<file path="src/rtl/rv_arith_pkg.sv">
package rv_arith_pkg;
  // Garbage lines left over by each building block
  localparam int FA_GARBAGE    = 2;
  localparam int MUX_GARBAGE   = 5;
  localparam int SLICE_GARBAGE = FA_GARBAGE + MUX_GARBAGE;

  // Adder realisation choices
  localparam int ADDER_TWO_GATE = 0;
  localparam int ADDER_ONE_GATE = 1;

  typedef enum logic [1:0] {
    OPND_B    = 2'b00,
    OPND_NOTB = 2'b01,
    OPND_ZERO = 2'b10,
    OPND_ONES = 2'b11
  } opnd_sel_e;
endpackage

</file>
<file path="src/rtl/rv_gates.sv">
// Two-line XOR gate: p = a, q = a ^ b
module rv_xor2 (
  input  logic a,
  input  logic b,
  output logic p,
  output logic q
);
  assign p = a;
  assign q = a ^ b;
endmodule

// Three-line controlled swap: a steers b and c
module rv_cswap (
  input  logic a,
  input  logic b,
  input  logic c,
  output logic p,
  output logic q,
  output logic r
);
  assign p = a;
  assign q = (~a & b) | (a & c);
  assign r = (a & b) | (~a & c);
endmodule

// Three-line half-adder gate: p = a, q = a ^ b, r = (a & b) ^ c
module rv_peres3 (
  input  logic a,
  input  logic b,
  input  logic c,
  output logic p,
  output logic q,
  output logic r
);
  assign p = a;
  assign q = a ^ b;
  assign r = (a & b) ^ c;
endmodule

// Four-line full-adder gate; d is an ancilla (0 gives the carry on s)
module rv_fa4 (
  input  logic a,
  input  logic b,
  input  logic c,
  input  logic d,
  output logic p,
  output logic q,
  output logic r,
  output logic s
);
  logic axb;
  assign axb = a ^ b;
  assign p = a;
  assign q = axb;
  assign r = axb ^ c;
  assign s = ((axb & c) ^ (a & b)) ^ d;
endmodule

</file>
<file path="src/rtl/rv_mux4.sv">
// 4-to-1 selector from three controlled-swap gates; the sel0 copy is reused
module rv_mux4 (
  input  logic       sel0,
  input  logic       sel1,
  input  logic [3:0] in_v,
  output logic       y,
  output logic [rv_arith_pkg::MUX_GARBAGE-1:0] junk
);
  logic s0_copy, lo_q, lo_r, hi_q, hi_r;

  rv_cswap u_lo (.a(sel0),    .b(in_v[0]), .c(in_v[1]), .p(s0_copy), .q(lo_q), .r(lo_r));
  rv_cswap u_hi (.a(s0_copy), .b(in_v[2]), .c(in_v[3]), .p(junk[0]), .q(hi_q), .r(hi_r));
  rv_cswap u_out(.a(sel1),    .b(lo_q),    .c(hi_q),    .p(junk[1]), .q(y),    .r(junk[2]));

  assign junk[3] = lo_r;
  assign junk[4] = hi_r;

  always_comb begin

    mux_pick_chk: assert (y == in_v[{sel1, sel0}])
      else $error("mux output does not follow select");
  end
endmodule

</file>
<file path="src/rtl/rv_full_adder.sv">
module rv_full_adder #(
  parameter int ADDER_KIND = rv_arith_pkg::ADDER_TWO_GATE
) (
  input  logic a,
  input  logic b,
  input  logic ci,
  output logic sum,
  output logic co,
  output logic [rv_arith_pkg::FA_GARBAGE-1:0] junk
);
  generate
    if (ADDER_KIND == rv_arith_pkg::ADDER_ONE_GATE) begin : g_one
      rv_fa4 u_fa (.a(a), .b(b), .c(ci), .d(1'b0),
                   .p(junk[0]), .q(junk[1]), .r(sum), .s(co));
    end else begin : g_two
      logic hx, hc;
      rv_peres3 u_first  (.a(a),  .b(b),  .c(1'b0), .p(junk[0]), .q(hx),  .r(hc));
      rv_peres3 u_second (.a(hx), .b(ci), .c(hc),   .p(junk[1]), .q(sum), .r(co));
    end
  endgenerate

  always_comb begin

    fa_sum_chk: assert ({co, sum} == ({1'b0, a} + {1'b0, b} + {1'b0, ci}))
      else $error("full adder result wrong");
  end
endmodule

</file>
<file path="src/rtl/rv_slice.sv">
module rv_slice #(
  parameter int ADDER_KIND = rv_arith_pkg::ADDER_TWO_GATE
) (
  input  logic       a,
  input  logic       b,
  input  logic [1:0] sel,
  input  logic       ci,
  output logic       sum,
  output logic       co,
  output logic       y,
  output logic [rv_arith_pkg::SLICE_GARBAGE-1:0] junk
);
  import rv_arith_pkg::*;

  logic b_copy, b_inv;
  logic [3:0] cand;

  // b XOR 1 gives the inverse; the copy line feeds the selector
  rv_xor2 u_inv (.a(b), .b(1'b1), .p(b_copy), .q(b_inv));

  assign cand = {1'b1, 1'b0, b_inv, b_copy};

  rv_mux4 u_mux (.sel0(sel[0]), .sel1(sel[1]), .in_v(cand), .y(y),
                 .junk(junk[MUX_GARBAGE-1:0]));

  rv_full_adder #(.ADDER_KIND(ADDER_KIND)) u_fa (
    .a(a), .b(y), .ci(ci), .sum(sum), .co(co),
    .junk(junk[SLICE_GARBAGE-1:MUX_GARBAGE])
  );
endmodule

</file>
<file path="src/rtl/rv_arith_unit.sv">
module rv_arith_unit #(
  parameter int WIDTH      = 4,
  parameter int ADDER_KIND = rv_arith_pkg::ADDER_TWO_GATE,
  localparam int GARBAGE_TOTAL = WIDTH * rv_arith_pkg::SLICE_GARBAGE
) (
  input  logic [WIDTH-1:0]         a_i,
  input  logic [WIDTH-1:0]         b_i,
  input  logic                     cin_i,
  input  logic [1:0]               sel_i,
  output logic [WIDTH-1:0]         result_o,
  output logic                     cout_o,
  output logic [GARBAGE_TOTAL-1:0] garbage_o
);
  import rv_arith_pkg::*;

  logic [WIDTH:0]   carry;
  logic [WIDTH-1:0] opnd;

  assign carry[0] = cin_i;

  generate
    for (genvar i = 0; i < WIDTH; i++) begin : g_bit
      rv_slice #(.ADDER_KIND(ADDER_KIND)) u_slice (
        .a   (a_i[i]),
        .b   (b_i[i]),
        .sel (sel_i),
        .ci  (carry[i]),
        .sum (result_o[i]),
        .co  (carry[i+1]),
        .y   (opnd[i]),
        .junk(garbage_o[i*SLICE_GARBAGE +: SLICE_GARBAGE])
      );
    end
  endgenerate

  assign cout_o = carry[WIDTH];

  always_comb begin

    add_path_chk: assert (!(sel_i == OPND_B) ||
        ({cout_o, result_o} == ({1'b0, a_i} + {1'b0, b_i} + {{WIDTH{1'b0}}, cin_i})))
      else $error("add path wrong");

    transfer_chk: assert (!(sel_i == OPND_ZERO && !cin_i) || (result_o == a_i && !cout_o))
      else $error("transfer path wrong");

    ones_pass_chk: assert (!(sel_i == OPND_ONES && cin_i) || (result_o == a_i && cout_o))
      else $error("decrement-with-carry path wrong");
  end
endmodule

</file>
<file path="config.mk">
export PLATFORM = sky130hd
export DESIGN_NAME = rv_arith_unit
export DESIGN_NICKNAME = d
export VERILOG_FILES = /design/src/rtl/rv_arith_pkg.sv /design/src/rtl/rv_gates.sv /design/src/rtl/rv_mux4.sv /design/src/rtl/rv_full_adder.sv /design/src/rtl/rv_slice.sv /design/src/rtl/rv_arith_unit.sv
export SDC_FILE = /design/constraint.sdc
export NUM_CORES = 1
export LEC_CHECK = 0
export BUFFER_PORTS_ARGS = -buffer_cell sky130_fd_sc_hd__buf_2
export CAP_MARGIN = 40
export CORE_MARGIN = 8
export CORE_UTILIZATION = 39
export DETAILED_ROUTE_END_ITERATION = 10
export PLACE_DENSITY = 0.86
export SYNTH_ARGS = -nofsm -noshare
export SYNTH_HDL_FRONTEND = slang
export SYNTH_SLANG_ARGS = --single-unit
</file>
<file path="constraint.sdc">
create_clock -name vclk -period 2.4
set_input_delay 0.24 -clock vclk [all_inputs]
set_output_delay 0.24 -clock vclk [all_outputs]
set_load 0.1 [all_outputs]
</file>
* Yosys cells after proc, flatten, opt, wreduce, memory -nomap -nowiden
Cells that the tools add are included.
** Storage, ports and cells
- Word-level logic and storage cells :: 68
- Bits in registers :: 0
** Operators by class
- Bitwise gates (word level) :: 68
** Operators with widths (count)
- $and 1x1->1 :: 34
- $or 1x1->1 :: 16
- $xor 1x1->1 :: 12
- $not 1->1 :: 6

* Logic depth before layout (Yosys ltp)
Gate-level depths: netlist (run 1).
- Word-level depth :: 14
- Depth in mapped cells :: 9

* By module
A second synthesis (run 1) with hierarchy kept.
** Second synthesis, totals
- Cell total of the unflattened synthesis :: 88
- Area, all modules :: 760.7 um^2
** By module, submodules not included
- rv_cswap :: instances 12, area an instance 30.0 um^2, sequential area each 0.0 um^2, cells each 3
- rv_peres3 :: instances 8, area an instance 28.8 um^2, sequential area each 0.0 um^2, cells each 3
- rv_xor2 :: instances 4, area an instance 16.3 um^2, sequential area each 0.0 um^2, cells each 2
- rv_mux4 :: instances 4, area an instance 15.0 um^2, sequential area each 0.0 um^2, cells each 2
- rv_slice :: instances 4, area an instance 7.5 um^2, sequential area each 0.0 um^2, cells each 2
- rv_full_adder :: instances 4, area an instance 3.8 um^2, sequential area each 0.0 um^2, cells each 1

* Worst setup path before layout (run 1)
Ideal clock, no wire load.
- Path kind :: in2out
- Start point :: in b_i[0]
- End point :: out cout_o
- Slack :: -229 ps
- Cell stages on the path :: 8
- Path buffers :: 0
- Data required time :: 2160 ps
- Arrival time :: 2389 ps
- Cells stage by stage :: nor2b_1 -> xnor2_1 -> fa_1 -> inv_1 -> fa_1 -> fa_1 -> inv_1 -> fa_1
** On the way
- Longest elaborated chain between the ends :: 14
** Ends and longest elaborated chain
- start, declared :: RTL line rv_arith_unit.sv:7 : input logic [WIDTH-1:0] b_i,
- $not 1->1 (no source line)
- $and 1x1->1 :: RTL line rv_gates.sv:22 : assign q = (~a & b) | (a & c);
- $or 1x1->1 * :: RTL line rv_gates.sv:22
- $and 1x1->1 * :: RTL line rv_gates.sv:22
- $or 1x1->1 * :: RTL line rv_gates.sv:22
- $xor 1x1->1 :: RTL line rv_gates.sv:36 : assign q = a ^ b;
- $and 1x1->1 :: RTL line rv_gates.sv:37 : assign r = (a & b) ^ c;
- $xor 1x1->1 * :: RTL line rv_gates.sv:37
- $and 1x1->1 * :: RTL line rv_gates.sv:37
- $xor 1x1->1 * :: RTL line rv_gates.sv:37
- $and 1x1->1 * :: RTL line rv_gates.sv:37
- $xor 1x1->1 * :: RTL line rv_gates.sv:37
- $and 1x1->1 * :: RTL line rv_gates.sv:37
- $xor 1x1->1 * :: RTL line rv_gates.sv:37
- end, declared :: RTL line rv_arith_unit.sv:11 : output logic cout_o,
Mark *: on every way between the ends. The rest lies on a longest branch, timed or not.

* Final worst setup path (run 1)
- Start point :: in b_i[0]
- End point :: out result_o[3]
** On the way
- Longest elaborated chain between the ends :: 13
** Ends and longest elaborated chain
- $not 1->1 (no source line)
- $and 1x1->1 :: RTL line rv_gates.sv:22
- $or 1x1->1 * :: RTL line rv_gates.sv:22
- $and 1x1->1 * :: RTL line rv_gates.sv:22
- $or 1x1->1 * :: RTL line rv_gates.sv:22
- $xor 1x1->1 :: RTL line rv_gates.sv:36
- $and 1x1->1 :: RTL line rv_gates.sv:37
- $xor 1x1->1 * :: RTL line rv_gates.sv:37
- $and 1x1->1 * :: RTL line rv_gates.sv:37
- $xor 1x1->1 * :: RTL line rv_gates.sv:37
- $and 1x1->1 * :: RTL line rv_gates.sv:37
- $xor 1x1->1 * :: RTL line rv_gates.sv:37
- $xor 1x1->1 * :: RTL line rv_gates.sv:36
- end, declared :: RTL line rv_arith_unit.sv:10 : output logic [WIDTH-1:0] result_o,
Marked as above.

==> results of run 1 <==
==> metal layers <==
layer | up-vias | global-route usage (%) | routed length (um)
met1 | 181 | 7.86 | 448
li1 | 208 | - | -
met4 | 0 | 0 | 0
met5 | - | 0 | 0
met2 | 25 | 19.4 | 729
met3 | 0 | 1.36 | 132
==> how the worst max path moves through the flow <==
stage / slack [ns] / endpoint
2_1_floorplan: -0.05 / result_o[3]
3_3_place_gp: -0.34 / result_o[3]
3_5_place_dp: -0.45 / result_o[3]
4_1_cts: -0.16 / result_o[3]
5_1_grt: -0.17 / result_o[3]
6_report: -0.12 / result_o[3]
==> cell families after synthesis <==
| kind of cell | after synthesis | share of synthesized area (%) |
|---|---|---|
| buf+inv | 40 | 47.1 |
| xor+xnor | 14 | 21.1 |
| fa+ha+maj | 8 | 22.4 |
| simple gates | 8 | 9.46 |
==> placed cells by master (no fill, tap or decap), drive strengths merged <==
cell,count
nand2b,2
nand2,4
nor2b,2
inv,7
xnor2,14
ha,4
buf,51
fa,4
==> power by group through the flow <==
stage | Clock [mW] | Combinational (mW) | Sequential (mW)
finish | 0 | 0.669 | 0
CTS | 0 | 0.670 | 0
global placement | 0 | 0.631 | 0
global route | 0 | 0.693 | 0
detailed placement | 0 | 0.638 | 0
floorplan | 0 | 0.591 | 0
==> area by class of cell <==
class	count	area, um2	share of cell area, %
inverters	7	26.3	3.61
multi-input cells	30	333	45.7
well taps	16	20.0	2.75
repair buffers	51	349	47.9
==> timing repair <==
action / in CTS / in global routing
setup endpoints to repair: 2 / 2
pin swaps: 3 / 3
setup buffers: 1 / 1
gates resized for setup: 13 / 3
==> through the flow <==
stage	hold slack (ns)	cells
after floorplan	0.692	70
after global placement	0.875	102
after detailed placement	0.880	102
after CTS	0.880	103
after global routing	0.888	104
final	0.878	104
==> results.ini, run 1 <==
[final_layout]
stdcell_area_um2=728
fin_nets=109
area_delta_synth_final_pct=25.2
clockBufferCount=0
utilization_pct=50.1
antenna_cells=0
drive_above_1_share_pct=70.5
fill_cells=156
regArea_um2=0
seq_cell_count=0

[sta]
slew_headroom_pct=67.3
finalHoldViolations=0
post-route-period-util_pct=105
slew_viol_final=0
final-setup-viol-count=1
tns_ns=-0.118
fmax_mhz=397
rsz0062_at_grt=yes
tightest_slew_ns=0.493
period_minus_slack_ns=2.52
setup_slack_ns=-0.118

[grt]
grt_max_degree=15
grt_antenna_before_repair=0
grtUsageTotal_pct=8.62
grt_pass1_vias=518
grt_overflow=0
grt_pass1_wl_mm=2.04

[route]
vias=414
drc=0
vias_per_cell=3.98
drtPass1Iterations=2
first_iter_violations=1
wl_per_cell_um=12.6
postRouteWirelength_mm=1.31
ant_nets=0

[job]
maxCapViolCount=0

[placement]
place_area_um2=659
gp_congestion=0.632
dp_slack_ns=-0.449
portBuffers=44
dp_hpwl_mm=1.15

[logic_synthesis]
yosysTopAreaCellShare_pct=42.6
synth.distinct_cells=9
syn_area_per_cell_um2=8.31
synthesis.area_um2=582
synthTopCellsByArea=buf_4 43%, xnor2_1 21%, fa_1 14%
netlist_top_cells_count=33 x buf_4, 14 x xnor2_1, 6 x inv_1
yosys.area.top_type=buf_4
yosysSeqAreaShare_pct=0
postSynthCellCount=70
synth.most_common_cell=buf_4
synth_nets=89
yosys_warnings=0

[critical_path]
cp.depth=10
path_class=input port to primary output
crit_start=b_i[0]
timing.critical_path.mode_cell=fa_2
cp-start-kind=input port
critPathTopFamily=adder cells
cp.arrival_ns=2.28
critPathBufInv=4
crit_required_ns=2.16
crit_slowest_cell=fa_2
cp_max_fo=3
max_stage_delay_ns=0.45
cp_cell_sequence=buf_8, nor2b_4, xnor2_2, fa_2, inv_2, fa_2, fa_2, inv_2, fa_2, buf_12
end_kind=primary output

[worst_hold_path]
hp-class=input port to primary output
hold_path_end=garbage_o[19]
holdPathStages=2
hp-start=a_i[2]

[run_status]
violations=negative setup slack
status=finished, violations left

[power]
p_leak_nw=0.396
share_comb_of_total_power_pct=100.0
ir_drop_v=0.000379
power_density_mw_per_mm2=919
power.switching_mw=0.520
swShare_pct=77.7
clock_power_share_pct=0
seq_power_share_pct=0
p_int_mw=0.149
finalPower_mw=0.669

[die]
initial_core_util_pct=40.0
num_rows=14
fp.dieW_um=54.6
core_mm2=0.00145
dieArea_mm2=0.00298
die_y_um=54.6
io_pins=44

[clock_network]
holdBufCountCts=0

No activity file was read; power rests on OpenSTA's default activity.
==> run 2, diff against run 1 <==
--- a/config.mk
+++ b/config.mk
@@ -11,6 +11,7 @@
 export CORE_UTILIZATION = 39
 export DETAILED_ROUTE_END_ITERATION = 10
 export PLACE_DENSITY = 0.86
+export RECOVER_POWER = 50
 export SYNTH_ARGS = -nofsm -noshare
 export SYNTH_HDL_FRONTEND = slang
 export SYNTH_SLANG_ARGS = --single-unit
==> run 2 against run 1 <==
  * The run still ends with negative setup slack left
  * Sequential share of layout area stayed put
  * Combinational power about the same
  * Flip-flop and latch count did not move
  * Wire length is 0.23% higher
  * Critical endpoint unchanged
==> results.ini, run 2 (synthesis gave the netlist of run 1 again) <==
[run_status]
status=finished, violations left
violations=negative setup slack

[placement]
place_inst=102  ; unchanged
dp_hpwl_mm=1.15  ; unchanged
portBuffers=44  ; unchanged
gp_congestion=0.632  ; unchanged

[die]
initial_core_util_pct=40.0  ; unchanged
dieArea_mm2=0.00298  ; unchanged
fp.dieW_um=54.6  ; unchanged
num_rows=14  ; unchanged
io_pins=44  ; unchanged
core_mm2=0.00145  ; unchanged
die_y_um=54.6  ; unchanged

[grt]
grt_antenna_before_repair=0  ; unchanged
grt_pass1_vias=518  ; unchanged
grt_pass1_wl_mm=2.04  ; unchanged
grtUsageTotal_pct=8.62  ; unchanged
grt_overflow=0  ; unchanged
grt_max_degree=15  ; unchanged

[route]
vias_per_cell=3.99  ; +0.24%
first_iter_violations=1  ; unchanged
postRouteWirelength_mm=1.31  ; +0.23%
drtPass1Iterations=2  ; unchanged
wl_per_cell_um=12.6  ; +0.23%
vias=415  ; +0.24%
ant_nets=0  ; unchanged
drc=0  ; unchanged

[final_layout]
regArea_um2=0  ; unchanged
final_cell_mix=36 x buf_2, 13 x xnor2_1, 7 x buf_4
antenna_cells=0  ; unchanged
clockBufferCount=0  ; unchanged
seq_cell_count=0  ; unchanged
final_common_cell=buf_2
drive_above_1_share_pct=68.2  ; -2.3 points
fin_nets=109  ; unchanged
area_delta_synth_final_pct=24.7
layoutNonFillerInstCount=104  ; unchanged

[worst_hold_path]
hp-class=input port to primary output

[critical_path]
cp_max_fo=3  ; unchanged
end_kind=primary output
cp.arrival_ns=2.28  ; about the same
crit_required_ns=2.16  ; about the same
cp-start-kind=input port
path_class=input port to primary output

[job]
maxCapViolCount=0  ; unchanged

[power]
p_leak_nw=0.390  ; -1.4%
ir_drop_v=0.000380  ; about the same
power_density_mw_per_mm2=921  ; +0.28%

[sta]
tightest_slew_ns=1.17  ; +0.676 ns
fmax_mhz=397  ; about the same
rsz0062_at_grt=yes
setup_slack_ns=-0.118  ; -0.0000750 ns
slew_headroom_pct=22.4  ; -45 points
period_minus_slack_ns=2.52  ; +0.0000750 ns
tns_ns=-0.118  ; -0.0000750 ns
post-route-period-util_pct=105  ; about the same
finalHoldViolations=0  ; unchanged
final-setup-viol-count=1  ; unchanged
slew_viol_final=0  ; unchanged

-- run 2: changes by cell type in the layout (fill, tap and decap cells not counted) --
cell / previous run / this run
buf_2: 38 / 36
clkbuf_1: 0 / 2
-- run 2: final cells by class --
type / instances / area [um2]
inverters: 7 / 26.3
multi-input cells: 30 / 333
repair buffers: 51 / 347
well taps: 16 / 20.0
fillers: 157 / 728
-- run 2: what timing repair did --
item	CTS	global route
gates resized for setup	13	3
pin swaps	3	3
setup endpoints to repair	2	2
hold buffers	0	0
setup buffers	1	1
-- run 2: per-layer routing --
metal	GRT usage, %	vias up	part of all wire, %
li1	-	208	-
met1	7.86	182	34
met2	19.4	25	56
met3	1.36	0	11
met4	0	0	0
met5	0	-	0
-- run 2: where the power goes --
part	internal (mW)	switching, mW
logic	0.149	0.520
clock network	0	0
registers	0	0
-- run 2: stage by stage --
step                instance area, um2  worst slack [ns]  hold slack [ns]  utilization (%)  power (mW)
CTS                                711            -0.161            0.880             48.9       0.670
detailed placement                 659            -0.449            0.880             45.4       0.638
finish                             726            -0.118            0.885             49.9       0.669
floorplan                          588           -0.0480            0.692                -       0.591
global placement                   659            -0.345            0.875             45.4       0.631
global route                       726            -0.173            0.898             49.9       0.693
-- run 2: critical path: stages --
cell     delay (ns)
buf_8          0.10
nor2b_4        0.12
xnor2_2        0.17
fa_2           0.23
inv_2          0.04
fa_2           0.33
fa_2           0.34
inv_2          0.06
fa_2           0.45
buf_12         0.18
-- run 2: final timing paths --
| kind | from | end | cells after the start |
|---|---|---|---|
| min | b_i[0] | garbage_o[3] | 3 |
| max | b_i[0] | result_o[3] | 10 |
